## config.mk

```make
export PLATFORM = sky130hd
export DESIGN_NAME = sio_irq_ctrl
export DESIGN_NICKNAME = d
export VERILOG_FILES = /design/src/rtl/sio_irq_pkg.sv /design/src/rtl/sio_byte_fifo.sv /design/src/rtl/sio_idle_timer.sv /design/src/rtl/sio_irq_regs.sv /design/src/rtl/sio_irq_ctrl.sv
export SDC_FILE = /design/constraint.sdc
export NUM_CORES = 1
export LEC_CHECK = 0
export BUFFER_PORTS_ARGS = -buffer_cell sky130_fd_sc_hd__buf_2
export CAP_MARGIN = 0
export CORE_ASPECT_RATIO = 0.8
export CORE_UTILIZATION = 50
export CTS_CLUSTER_DIAMETER = 200
export CTS_CLUSTER_SIZE = 40
export DETAILED_ROUTE_END_ITERATION = 7
export MAX_ROUTING_LAYER = met4
export PLACE_DENSITY = 0.74
export SYNTH_ARGS = -nofsm -noshare
export SYNTH_HDL_FRONTEND = slang
export SYNTH_HIERARCHICAL = 1
export SYNTH_SLANG_ARGS = --single-unit
```

## constraint.sdc

```tcl
create_clock -name clk -period 3.3 [get_ports clk]
set_clock_uncertainty 0.15 [all_clocks]
set_input_delay 0.66 -clock clk [delete_from_list [all_inputs] [get_ports clk]]
set_output_delay 0.66 -clock clk [all_outputs]
set_load 0.05 [all_outputs]
```

## src/rtl/sio_irq_pkg.sv

```systemverilog
package sio_irq_pkg;
  localparam int unsigned NSRC  = 9;
  localparam int unsigned THR_W = 7;

  // Bit positions of the interrupt sources (software decodes these).
  localparam int unsigned IRQ_RXFULL  = 0;
  localparam int unsigned IRQ_TXEMPTY = 1;
  localparam int unsigned IRQ_PARITY  = 2;
  localparam int unsigned IRQ_FRAME   = 3;
  localparam int unsigned IRQ_OVF     = 4;
  localparam int unsigned IRQ_DSR     = 5;
  localparam int unsigned IRQ_CTS     = 6;
  localparam int unsigned IRQ_BREAK   = 7;
  localparam int unsigned IRQ_TOUT    = 8;

  typedef logic [NSRC-1:0] irq_vec_t;

  // Level strictly above a threshold.
  function automatic logic lvl_above(input logic [7:0] lvl, input logic [THR_W-1:0] thr);
    return lvl > {1'b0, thr};
  endfunction

  // Level strictly below a threshold.
  function automatic logic lvl_below(input logic [7:0] lvl, input logic [THR_W-1:0] thr);
    return lvl < {1'b0, thr};
  endfunction
endpackage

```

## src/rtl/sio_byte_fifo.sv

```systemverilog
module sio_byte_fifo #(
  parameter int unsigned DEPTH = 16,
  parameter int unsigned DW    = 8,
  localparam int unsigned AW   = (DEPTH > 1) ? $clog2(DEPTH) : 1,
  localparam int unsigned LW   = $clog2(DEPTH + 1)
) (
  input  logic          clk,
  input  logic          rst_n,
  input  logic          flush,
  input  logic          push,
  input  logic [DW-1:0] wdata,
  input  logic          pop,
  output logic [DW-1:0] rdata,
  output logic [LW-1:0] level
);
  logic [DW-1:0] mem [DEPTH];
  logic [AW-1:0] wr_ptr, rd_ptr;
  logic [LW-1:0] count;
  logic          full, empty, do_push, do_pop;

  function automatic logic [AW-1:0] ptr_inc(input logic [AW-1:0] p);
    return (p == AW'(DEPTH - 1)) ? '0 : p + 1'b1;
  endfunction

  assign full    = (count == LW'(DEPTH));
  assign empty   = (count == '0);
  assign do_push = push && !full && !flush;
  assign do_pop  = pop && !empty && !flush;

  always_ff @(posedge clk) begin
    if (do_push) mem[wr_ptr] <= wdata;
  end

  always_ff @(posedge clk or negedge rst_n) begin
    if (!rst_n) begin
      wr_ptr <= '0;
      rd_ptr <= '0;
      count  <= '0;
    end else if (flush) begin
      wr_ptr <= '0;
      rd_ptr <= '0;
      count  <= '0;
    end else begin
      if (do_push) wr_ptr <= ptr_inc(wr_ptr);
      if (do_pop)  rd_ptr <= ptr_inc(rd_ptr);
      case ({do_push, do_pop})
        2'b10:   count <= count + 1'b1;
        2'b01:   count <= count - 1'b1;
        default: count <= count;
      endcase
    end
  end

  assign rdata = mem[rd_ptr];
  assign level = count;
endmodule

```

## src/rtl/sio_idle_timer.sv

```systemverilog
module sio_idle_timer #(
  parameter int unsigned CNT_W = 8,
  parameter int unsigned THR_W = 7
) (
  input  logic             clk,
  input  logic             rst_n,
  input  logic             tick,
  input  logic             restart,
  input  logic             idle_q,
  input  logic             en,
  input  logic [THR_W-1:0] thr,
  output logic             fire
);
  logic [CNT_W-1:0] cnt;
  logic             cnt_max;

  assign cnt_max = (cnt == '1);

  always_ff @(posedge clk or negedge rst_n) begin
    if (!rst_n)                  cnt <= '0;
    else if (restart || idle_q)  cnt <= '0;
    else if (tick && !cnt_max)   cnt <= cnt + 1'b1;
  end

  assign fire = en && tick && !restart && !idle_q && (cnt == CNT_W'(thr));
endmodule

```

## src/rtl/sio_irq_regs.sv

```systemverilog
module sio_irq_regs
  import sio_irq_pkg::*;
(
  input  logic     clk,
  input  logic     rst_n,
  input  irq_vec_t set_ev,
  input  irq_vec_t clr_vec,
  input  logic     ena_we,
  input  irq_vec_t ena_data,
  output irq_vec_t raw,
  output irq_vec_t ena
);
  always_ff @(posedge clk or negedge rst_n) begin
    if (!rst_n) begin
      raw <= '0;
      ena <= '0;
    end else begin
      raw <= (raw & ~clr_vec) | set_ev;
      if (ena_we) ena <= ena_data;
    end
  end
endmodule

```

## src/rtl/sio_irq_ctrl.sv

```systemverilog
module sio_irq_ctrl
  import sio_irq_pkg::*;
#(
  parameter int unsigned DEPTH  = 16,
  parameter int unsigned TOUT_W = 8,
  localparam int unsigned LVL_W = $clog2(DEPTH + 1)
) (
  input  logic             clk,
  input  logic             rst_n,
  input  logic             rx_push,
  input  logic [7:0]       rx_wdata,
  input  logic             rx_pop,
  output logic [7:0]       rx_rdata,
  output logic [LVL_W-1:0] rx_level,
  input  logic             rx_flush,
  input  logic             tx_push,
  input  logic [7:0]       tx_wdata,
  input  logic             tx_pop,
  output logic [7:0]       tx_rdata,
  output logic [LVL_W-1:0] tx_level,
  input  logic             tx_flush,
  input  logic             rx_parity_err,
  input  logic             rx_frame_err,
  input  logic             rx_break,
  input  logic             dsr_n,
  input  logic             cts_n,
  input  logic             bit_tick,
  input  logic [6:0]       rx_full_thr,
  input  logic [6:0]       tx_empty_thr,
  input  logic [6:0]       rts_thr,
  input  logic             rts_hw_en,
  input  logic [6:0]       tout_thr,
  input  logic             tout_en,
  input  logic             reg_we,
  input  logic             reg_sel,
  input  logic [8:0]       reg_wdata,
  output logic [8:0]       irq_raw,
  output logic [8:0]       irq_status,
  output logic             irq,
  output logic             rts_n
);
  // Named internal events
  logic     rx_full, rx_empty, rx_overflow, rx_accept;
  logic     dsr_q, cts_q, dsr_edge, cts_edge;
  logic     tout_fire, rts_stall;
  logic [7:0] rx_lvl8, tx_lvl8;
  irq_vec_t set_ev, clr_vec, irq_ena;

  sio_byte_fifo #(.DEPTH(DEPTH), .DW(8)) u_rxq (
    .clk(clk), .rst_n(rst_n), .flush(rx_flush), .push(rx_push), .wdata(rx_wdata),
    .pop(rx_pop), .rdata(rx_rdata), .level(rx_level)
  );

  sio_byte_fifo #(.DEPTH(DEPTH), .DW(8)) u_txq (
    .clk(clk), .rst_n(rst_n), .flush(tx_flush), .push(tx_push), .wdata(tx_wdata),
    .pop(tx_pop), .rdata(tx_rdata), .level(tx_level)
  );

  assign rx_lvl8     = 8'(rx_level);
  assign tx_lvl8     = 8'(tx_level);
  assign rx_full     = (rx_level == LVL_W'(DEPTH));
  assign rx_empty    = (rx_level == '0);
  assign rx_overflow = rx_push && rx_full && !rx_flush;
  assign rx_accept   = rx_push && !rx_full && !rx_flush;

  // Modem-line edge detection; lines idle high.
  always_ff @(posedge clk or negedge rst_n) begin
    if (!rst_n) begin
      dsr_q <= 1'b1;
      cts_q <= 1'b1;
    end else begin
      dsr_q <= dsr_n;
      cts_q <= cts_n;
    end
  end
  assign dsr_edge = dsr_n ^ dsr_q;
  assign cts_edge = cts_n ^ cts_q;

  sio_idle_timer #(.CNT_W(TOUT_W), .THR_W(THR_W)) u_idle (
    .clk(clk), .rst_n(rst_n), .tick(bit_tick), .restart(rx_accept),
    .idle_q(rx_empty), .en(tout_en), .thr(tout_thr), .fire(tout_fire)
  );

  always_comb begin
    set_ev              = '0;
    set_ev[IRQ_RXFULL]  = lvl_above(rx_lvl8, rx_full_thr);
    set_ev[IRQ_TXEMPTY] = lvl_below(tx_lvl8, tx_empty_thr);
    set_ev[IRQ_PARITY]  = rx_parity_err;
    set_ev[IRQ_FRAME]   = rx_frame_err;
    set_ev[IRQ_OVF]     = rx_overflow;
    set_ev[IRQ_DSR]     = dsr_edge;
    set_ev[IRQ_CTS]     = cts_edge;
    set_ev[IRQ_BREAK]   = rx_break;
    set_ev[IRQ_TOUT]    = tout_fire;
  end

  assign clr_vec = (reg_we && reg_sel) ? reg_wdata : '0;

  sio_irq_regs u_regs (
    .clk(clk), .rst_n(rst_n), .set_ev(set_ev), .clr_vec(clr_vec),
    .ena_we(reg_we && !reg_sel), .ena_data(reg_wdata), .raw(irq_raw), .ena(irq_ena)
  );

  assign irq_status = irq_raw & irq_ena;
  assign irq        = |irq_status;

  // Registered RTS stall
  assign rts_stall = rts_hw_en && lvl_above(rx_lvl8, rts_thr);
  always_ff @(posedge clk or negedge rst_n) begin
    if (!rst_n) rts_n <= 1'b0;
    else        rts_n <= rts_stall;
  end
endmodule

```

# [Word level (Yosys, flattened, before mapping)]
# Memories as Yosys holds them, arrays and structs flattened.
# Index checks and enable logic that the tools add are counted.
# W data, S select, Z words.
[totals] elab_cells=105 mem_bits_rw=256 n_memories=2 register_bits=55
[op_classes] reduce_logical=38 bitwise=6 order_cmp=3 n_eq_ne=12 muxes=23 add_sub_neg=9
[memory_table] memory="u_rxq.mem" depth=16 width=8 read_ports=1 rd_clocked_by_memory_dff=0 write_ports=1 line_no="sio_byte_fifo.sv:16" text="logic [DW-1:0] mem [DEPTH];"
[memory_table] memory="u_txq.mem" depth=16 width=8 read_ports=1 rd_clocked_by_memory_dff=0 write_ports=1 line_no="sio_byte_fifo.sv:16"
[op_table] op="$mux W4" n=12
[op_table] op="$pmux W5 S2" n=2
[op_table] op="$and A9 B9 Y9" n=2
[op_table] op="$logic_and A1 B1 Y1" n=18
[op_table] op="$add A4 B1 Y4 const B" n=4
[op_table] op="$eq A4 B4 Y1 const B" n=4
[op_table] op="$mux W8" n=2
[op_table] op="$gt A5 B7 Y1" n=2
[op_table] op="$add A5 B1 Y5 const B" n=2
[op_table] op="$eq A5 B5 Y1 const B" n=2
[op_table] op="$logic_not A5 Y1" n=2
[op_table] op="$mux W5" n=2
[op_table] op="$reduce_bool A2 Y1" n=5
[op_table] op="$sub A5 B1 Y5 const B" n=2
[op_table] op="$logic_not A1 Y1" n=9
[op_table] op="$mux W9" n=1
[op_table] op="$not A9 Y9" n=1
[op_table] op="$or A9 B9 Y9" n=1
[op_table] op="$reduce_or A9 Y1" n=1
[op_table] op="$add A8 B1 Y8 const B" n=1
[op_table] op="$eq A8 B7 Y1" n=1
[op_table] op="$eq A8 B8 Y1 const B" n=1
[op_table] op="$lt A5 B7 Y1" n=1
[op_table] op="$reduce_bool A3 Y1" n=2
[op_table] op="5 further kinds" n=11

# [Logic depth before layout (Yosys ltp)]
# Gate-level depths: netlist of run 1.
[depth] depth_word=9 ltp_mapped=11 mapped_depth_nobuf=10

# [Hierarchy]
# Netlist of run 1, hierarchy kept.
[by_module_without_submodules] module="sio_byte_fifo" n_inst=2 area_per_inst_um2=5861.9 cells_per_inst=353
[by_module_without_submodules] module="sio_irq_regs" n_inst=1 area_per_inst_um2=698.2 cells_per_inst=46
[by_module_without_submodules] module="sio_irq_ctrl" n_inst=1 area_per_inst_um2=644.4 cells_per_inst=84
[by_module_without_submodules] module="sio_idle_timer" n_inst=1 area_per_inst_um2=560.5 cells_per_inst=60

# [Worst setup path after synthesis of run 1]
# No wires, ideal clock.
[synth_path] path_type="reg2reg" from="reg u_rxq.count[1] (netlist: u_rxq/level[1])" to="reg u_rxq.count[4] (netlist: u_rxq/level[4])" arrival_time_ps=2842 path_stages_with_launch=10 path_slack_ps=230 t_required_ps=3072 setup_time_ps=78 path_buffers=1 path_cell_list="dfrtp_1 -> or4_1 -> buf_2 -> a211o_1 -> fa_1 -> nand2b_1 -> a21oi_1 -> mux2i_1 -> a32oi_1 -> a21oi_1"
[synth_via] elab_chain_len=7 word_cells_on_any_way=15
[synth_rtl] element="start, declared" line_no="sio_byte_fifo.sv:18" text="logic [LW-1:0] count;"
[synth_rtl] element="start signal, assigned" line_no="sio_byte_fifo.sv:47" text="2'b10: count <= count + 1'b1;"
[synth_rtl] element="start signal, assigned" line_no="sio_byte_fifo.sv:48" text="2'b01: count <= count - 1'b1;"
[synth_rtl] element="start signal, assigned" line_no="sio_byte_fifo.sv:49" text="default: count <= count;"
[synth_rtl] element="$eq A5 B5 Y1 or $logic_not A5 Y1 (tied branches)" line_no="sio_byte_fifo.sv:25, sio_byte_fifo.sv:26"
[synth_rtl] element="$logic_not A1 Y1, on equally long branches" line_no="sio_byte_fifo.sv:27, sio_byte_fifo.sv:28"
[synth_rtl] element="$logic_and A1 B1 Y1, on equally long branches (2 in a row)" line_no="sio_byte_fifo.sv:27, sio_byte_fifo.sv:28"
[synth_rtl] element="$eq A2 B1 Y1 or $eq A2 B2 Y1 (tied branches)" line_no="sio_byte_fifo.sv:46" text="case ({do_push, do_pop})"
[synth_rtl] element="$pmux W5 S2" line_no="sio_byte_fifo.sv:46"
[synth_rtl] element="$mux W5" line_no="sio_byte_fifo.sv:39" text="end else if (flush) begin"
# Parallel ways exist; a longest one is shown, timed or not.
# A chain may end at the register's enable or synchronous reset.

# [Final worst setup path of run 1]
[layout_path] from="reg u_rxq.rd_ptr[0]" to="out rx_rdata[7]"
[layout_via] elab_chain_len=1
[layout_rtl] element="start, declared" line_no="sio_byte_fifo.sv:17" text="logic [AW-1:0] wr_ptr, rd_ptr;"
[layout_rtl] element="start signal, assigned" line_no="sio_byte_fifo.sv:45" text="if (do_pop) rd_ptr <= ptr_inc(rd_ptr);"
[layout_rtl] element="$mem_v2 Z16 W8"
[layout_rtl] element="end, declared" line_no="sio_irq_ctrl.sv:13" text="output logic [7:0] rx_rdata,"
# Every way passes these cells.

==> results of run 1 <==
-- routing by layer --
metal	up-vias	GRT usage, %	part of all wire [%]
li1	3731	-	-
met1	4068	30.0	47
met2	251	32.0	46
met3	23	2.88	6.2
met4	0	3.36	1.3
met5	-	-	0
-- repair_timing --
item | CTS | global route
hold buffers | 1 | 0
setup endpoints to repair | 16 | 17
setup buffers | 0 | 5
pin swaps | 0 | 0
resized for setup | 9 | 10
endpoints found under the hold margin | 19 | 0
-- sequential cells by signal (all words and copies together) (netlist names), 5 cells and up --
name	cells
u_txq/mem	128
u_rxq/mem	128
u_txq/level	5
u_regs/ena	9
u_rxq/level	5
u_regs/raw	9
u_idle/cnt	8
-- worst max-delay path: cells and delay by family, from the launching register on --
| family | cells | cell delay, ns |
|---|---|---|
| multiplexers | 1 | 0.15 |
| AND/OR/NAND/NOR | 1 | 0.10 |
| buffers and inverters | 2 | 0.49 |
| AO/OA/AOI/OAI | 2 | 0.57 |
| flip-flops | 1 | 0.60 |
-- final timing paths --
path	startpoint	endpoint	slack, ns	depth (start not counted)
max	u_rxq/rd_ptr[0]	rx_rdata[7]	0.07	6
min	dsr_n	dsr_q	0.11	1
max reg2reg	u_txq/level[0]	u_txq/level[4]	0.23	8
min reg2reg	u_regs/raw[8]	u_regs/raw[8]	0.39	1
max in group asynchronous	rst_n	u_rxq/rd_ptr[0]	1.77	3
min in group asynchronous	rst_n	u_regs/raw[5]	0.52	2
-- layout make-up --
type / count / share of cell area [%]
Sequential cell: 311 / 59.2
Multi-Input combinational cell: 506 / 28.2
Timing Repair Buffer: 173 / 6.79
Tap cell: 357 / 2.92
Clock buffer: 13 / 1.85
Inverter: 38 / 0.931
Clock inverter: 1 / 0.0735
Antenna cell: 1 / 0.0163
-- power by group through the flow --
stage               registers [mW]  logic (mW)  clock network (mW)
floorplan                     4.79        1.62                   0
finish                        4.55        2.46                1.69
global route                  4.57        2.66                1.86
global placement              4.63        2.39                   0
CTS                           4.56        2.43                1.74
detailed placement            4.64        2.42                   0
-- logic make-up (layout without fill, tap and decap cells) --
group	after synthesis	count (layout)	share of synthesized area [%]
other cells	0	1	0
flops	311	311	66.5
compound gates	146	146	7.90
buf+inv	79	225	2.38
mux	123	123	12.4
simple gates	187	187	6.57
xor+xnor	17	17	1.09
fa+ha+maj	33	33	3.14
-- layout by cell type (no fill, tap or decap), types with 8 or more instances in the layout --
cell type	count
edfxtp_1	256
buf_2	116
mux2i_1	72
nor2_1	60
buf_4	53
dfrtp_1	50
nand2_1	44
inv_1	38
mux4_2	32
ha_1	31
a21oi_1	24
a221oi_1	22
a22oi_1	18
a21o_1	17
o21ai_0	16
nor3_1	13
clkbuf_16	11
and3_1	10
nand3_1	10
a221oi_2	10
mux2_2	10
xnor2_1	9
mux2_4	9
and2_1	8
xor2_1	8
nand2b_1	8
-- stage by stage --
| stage | worst slack [ns] | setup TNS (ns) | instances |
|---|---|---|---|
| 2_1_floorplan | 0.230 | 0 | 896 |
| 3_3_place_gp | 0.324 | 0 | 1379 |
| 3_5_place_dp | 0.219 | 0 | 1379 |
| 4_1_cts | 0.000436 | 0 | 1394 |
| 5_1_grt | -0.0164 | -0.0215 | 1400 |
| 6_report | 0.0676 | 0 | 1400 |
==> metrics, run 1 <==
Total GRT Usage between 20% and 30%; Max-Cap Viols 0; final wirelength 27700 microns; CP Max Fanout 11; HP Class primary input to flip-flop; max-slew violations 0; most area-consuming cells after synthesis edfxtp_1 (56%), dfrtp_1 (9.7%), mux2i_1 (5.3%); clock share of power 19.4%; Seq/Total Area, Yosys 66.5%; Syn Std Cell Area approximately 0.014 sq mm; largest net degree at the start of global routing 44; Via density slightly below 6; Worst path max stage delay approximately 0.60 ns; Die Width 187 microns; Cell variety after synth 60; largest area contributor in the netlist edfxtp_1; # IOs ~120; CTS tree built; total CTS buffers 11; first-pass GRT wire length between 40000 and 50000 microns; syn avg cell area about 15 sq um; status finished, final reports clean; Die H between 100 and 150 microns; Layout Nets ~1100; Starting Density between 50% and 60%; Arr. time, crit path approximately 2.4 ns; EDFF count, synth about 260; Fillers around 2100; Synth top area share a little under three fifths; worst slew pin tran 0.859 ns; Net Sw Power between 2 and 3 mW; Combinational Power Share ~28%; Hold Slack approximately 0.11 ns; RePlAce Congestion roughly 0.85; Syn Nets 1000; slowest CP cell dfrtp_4; Fin. Hold Viols 0; Clock Root Buffer clkbuf_16; Synth Instances around 900; most frequent cell after synthesis edfxtp_1; VDD IR max about 400 uV; DRC Markers 0; DP Wirelength around 19000 microns; DRT Pass-1 Iters 4; post-route cell area between 0.015 and 0.02 sq mm; Final Util approximately 58%; Worst EP required 2.49 ns; Vias 8073; global route total overflow 0; synth-to-layout area growth 12.4%; list of most frequent post-synthesis cells edfxtp_1 (256), mux2i_1 (72), nor2_1 (60), dfrtp_1 (53), nand2_1 (44); Synth Flop Type edfxtp_1; area of the multi-input gates 0.00432 sq mm; core box area around 0.027 sq mm; critical path cell sequence buf_4, mux2i_1, a221oi_2, o21ai_0, nand2_1, buf_2; YS warnings 6; initial antenna violation count 1; storage element area about 0.0091 sq mm; port bufs 116; Area after DPL roughly 0.015 sq mm; min cycle time layout 3.23 ns; CTS clk-pin slew, worst paths between 0.1 and 0.15 ns; Routed Antenna Nets 0; vias in the first global route 7911; flop and latch count out of synthesis about 310; share of cells above drive strength 1 between 20% and 30%; period utilisation layout a little over nine tenths; Worst setup EP type output port; Pwr per Cell Area around 570 mW/mm^2; clk sinks just over 300; Clock Path Buffers 3; fraction of registers with async set/reset between 15 and 20%; Switching Share a little under a third; P_leak roughly 5.6 nW; clock latency on the worst-skew pair about 0.49 ns; Achievable Freq about 310 MHz; max_slew headroom 42.5%; Final Setup Violations 0; Flop pwr share a little over half; Overall Power 8.71 mW; Core Rows 53; H-tree depth 1; Setup crit start kind flip-flop; DIE AREA roughly 0.028 sq mm; internal power between 5 and 6 mW; Initial DRC Count roughly 540; routed len/inst between 15 and 20 microns; Crit Path Category flip-flop to output port
Power figures use the tool's default switching activity.
==> run 2: changes to the inputs <==
Settings changed: CTS_BUF_LIST from default to sky130_fd_sc_hd__clkbuf_4 sky130_fd_sc_hd__clkbuf_8 sky130_fd_sc_hd__clkbuf_16.
==> metrics, run 2 (synthesized netlist as in run 1, its figures left out) <==
CTS tree built (unchanged); port bufs 116 (unchanged); Worst path max stage delay 0.61 ns (was 0.60 ns); area of the multi-input gates 0.00432 sq mm (unchanged); Arr. time, crit path 2.42 ns (about the same); CP Max Fanout 11 (unchanged); Total GRT Usage 20.7% (about the same); Final Util 57.8% (was 57.7%); Worst setup EP type output port (unchanged); VDD IR max 400 uV (about the same); critical path cell sequence buf_4, mux2i_1, a221oi_2, o21ai_0, nand2_1, buf_2 (unchanged); Die H 150 microns (unchanged); P_leak 5.61 nW (was 5.60 nW); Switching Share 31.3% (was 31.4%); # IOs 117 (unchanged); largest net degree at the start of global routing 44 (unchanged); storage element area 0.00907 sq mm (unchanged); min cycle time layout 3.23 ns (about the same); commonest non-fill, non-tap cells in the layout edfxtp_1 (256), buf_2 (116), mux2i_1 (72) (unchanged); HP Class primary input to flip-flop (unchanged); DIE AREA 0.0279 sq mm (unchanged); Via density 5.75 (was 5.77); Combinational Power Share 28.2% (was 28.3%); Area after DPL 0.0149 sq mm (unchanged); Fin. Hold Viols 0 (unchanged); Fillers 2107 (was 2111); Starting Density 51.4% (unchanged); share of cells above drive strength 1 25.4% (was 25.2%); clock share of power 19.6% (was 19.4%); total CTS buffers 11 (unchanged); Clock Path Buffers 3 (unchanged); Hold Slack 0.115 ns (about the same); Post-Layout Cell Count 1400 (unchanged); Final Setup Violations 0 (unchanged); Post-Route Setup TNS 0 ns (unchanged); Largest regs u_rxq/mem (128), u_txq/mem (128) (unchanged); RePlAce Congestion 0.852 (unchanged); smallest setup slack after layout 0.0674 ns (was 0.0676 ns); Overall Power 8.73 mW (was 8.71 mW); Initial DRC Count 639 (was 535); Routed Antenna Nets 0 (unchanged); Setup crit start kind flip-flop (unchanged); DRT Pass-1 Iters 5 (was 4); final wirelength 27800 microns (was 27700 microns); CTS clk-pin slew, worst paths 0.14 ns (about the same); Worst EP required 2.49 ns (about the same); Placed Cells 1379 (unchanged); status finished, final reports clean (unchanged); routed len/inst 19.9 microns (was 19.8 microns); core box area 0.0265 sq mm (unchanged); vias in the first global route 7905 (was 7911); global route total overflow 0 (unchanged); clk sinks 311 (unchanged); max_slew headroom 43.2% (was 42.5%); Worst R2R Setup Slack 0.20 ns (was 0.23 ns); Die Width 187 microns (unchanged); Flop pwr share 52.2% (was 52.3%); clock latency on the worst-skew pair 0.49 ns (about the same); Vias 8054 (was 8073); Core Rows 53 (unchanged); post-route cell area 0.0153 sq mm (about the same); internal power 5.99 mW (was 5.98 mW); most common cell after layout, fill and taps aside edfxtp_1 (unchanged); initial antenna violation count 1 (unchanged); Layout Nets 1145 (unchanged); Clock Root Buffer clkbuf_16 (unchanged); Pwr per Cell Area 570 mW/mm^2 (was 568 mW/mm^2); Net Sw Power 2.73 mW (about the same); slowest CP cell dfrtp_4 (unchanged); Max-Cap Viols 0 (unchanged); H-tree depth 1 (unchanged); period utilisation layout 98.0% (about the same); worst slew pin tran 0.850 ns (was 0.859 ns); first-pass GRT wire length 43500 microns (about the same); DP Wirelength 19300 microns (unchanged); worst slack at placement 0.219 ns (unchanged); max-slew violations 0 (unchanged); Achievable Freq 309 MHz (about the same); synth-to-layout area growth 12.5% (was 12.4%); DRC Markers 0 (unchanged); Crit Path Category flip-flop to output port (unchanged)
-- run 2: cell counts in the layout (fill, tap and decap cells not counted) --
No cell type changed its count.
-- run 2: power groups by stage --
| stage | clock network, mW | registers, mW | logic, mW |
|---|---|---|---|
| 2_1_floorplan | 0 | 4.79 | 1.62 |
| 4_1_cts | 1.76 | 4.56 | 2.43 |
| 3_3_place_gp | 0 | 4.63 | 2.39 |
| 5_1_grt | 1.88 | 4.57 | 2.66 |
| 3_5_place_dp | 0 | 4.64 | 2.42 |
| 6_report | 1.71 | 4.55 | 2.46 |
-- run 2: worst paths after layout --
check,start,to,cells after the start
max,u_rxq/rd_ptr[0],rx_rdata[7],6
min,dsr_n,dsr_q,1
max reg2reg,u_txq/level[0],u_txq/level[4],8
min reg2reg,u_regs/raw[8],u_regs/raw[8],1
max in group asynchronous,rst_n,u_rxq/rd_ptr[0],3
min in group asynchronous,rst_n,u_regs/raw[5],2
-- run 2: worst max-delay path: cells and delay by family, from the launching register on --
kind                   cells  cell delay, ns
buffers and inverters      2            0.49
DFF                        1            0.61
and+or+nand+nor            1            0.10
AOI/OAI and AO/OA          2            0.57
muxes                      1            0.15
-- run 2: cell type report --
cell class | count | area share, %
sequential | 311 | 59.2
multi-input combinational | 506 | 28.2
timing repair buffer | 173 | 6.79
tap | 357 | 2.92
clock buffer | 13 | 1.89
inverter | 38 | 0.931
clock inverter | 1 | 0.0735
antenna | 1 | 0.0163
-- run 2: metal layers --
metal | wire (microns) | global-route usage (%) | vias up | part of all wire (%)
li1 | - | - | 3732 | -
met1 | 13000 | 30.0 | 4046 | 47
met2 | 12700 | 32.0 | 253 | 46
met3 | 1770 | 2.88 | 23 | 6.4
met4 | 354 | 3.36 | 0 | 1.3
met5 | 0 | - | - | 0
-- run 2: repair_timing --
item	CTS	global route
setup buffers	0	5
setup endpoints to repair	16	17
gates cloned	0	0
endpoints found under the hold margin	19	0
resized for setup	9	10
hold buffers	1	0
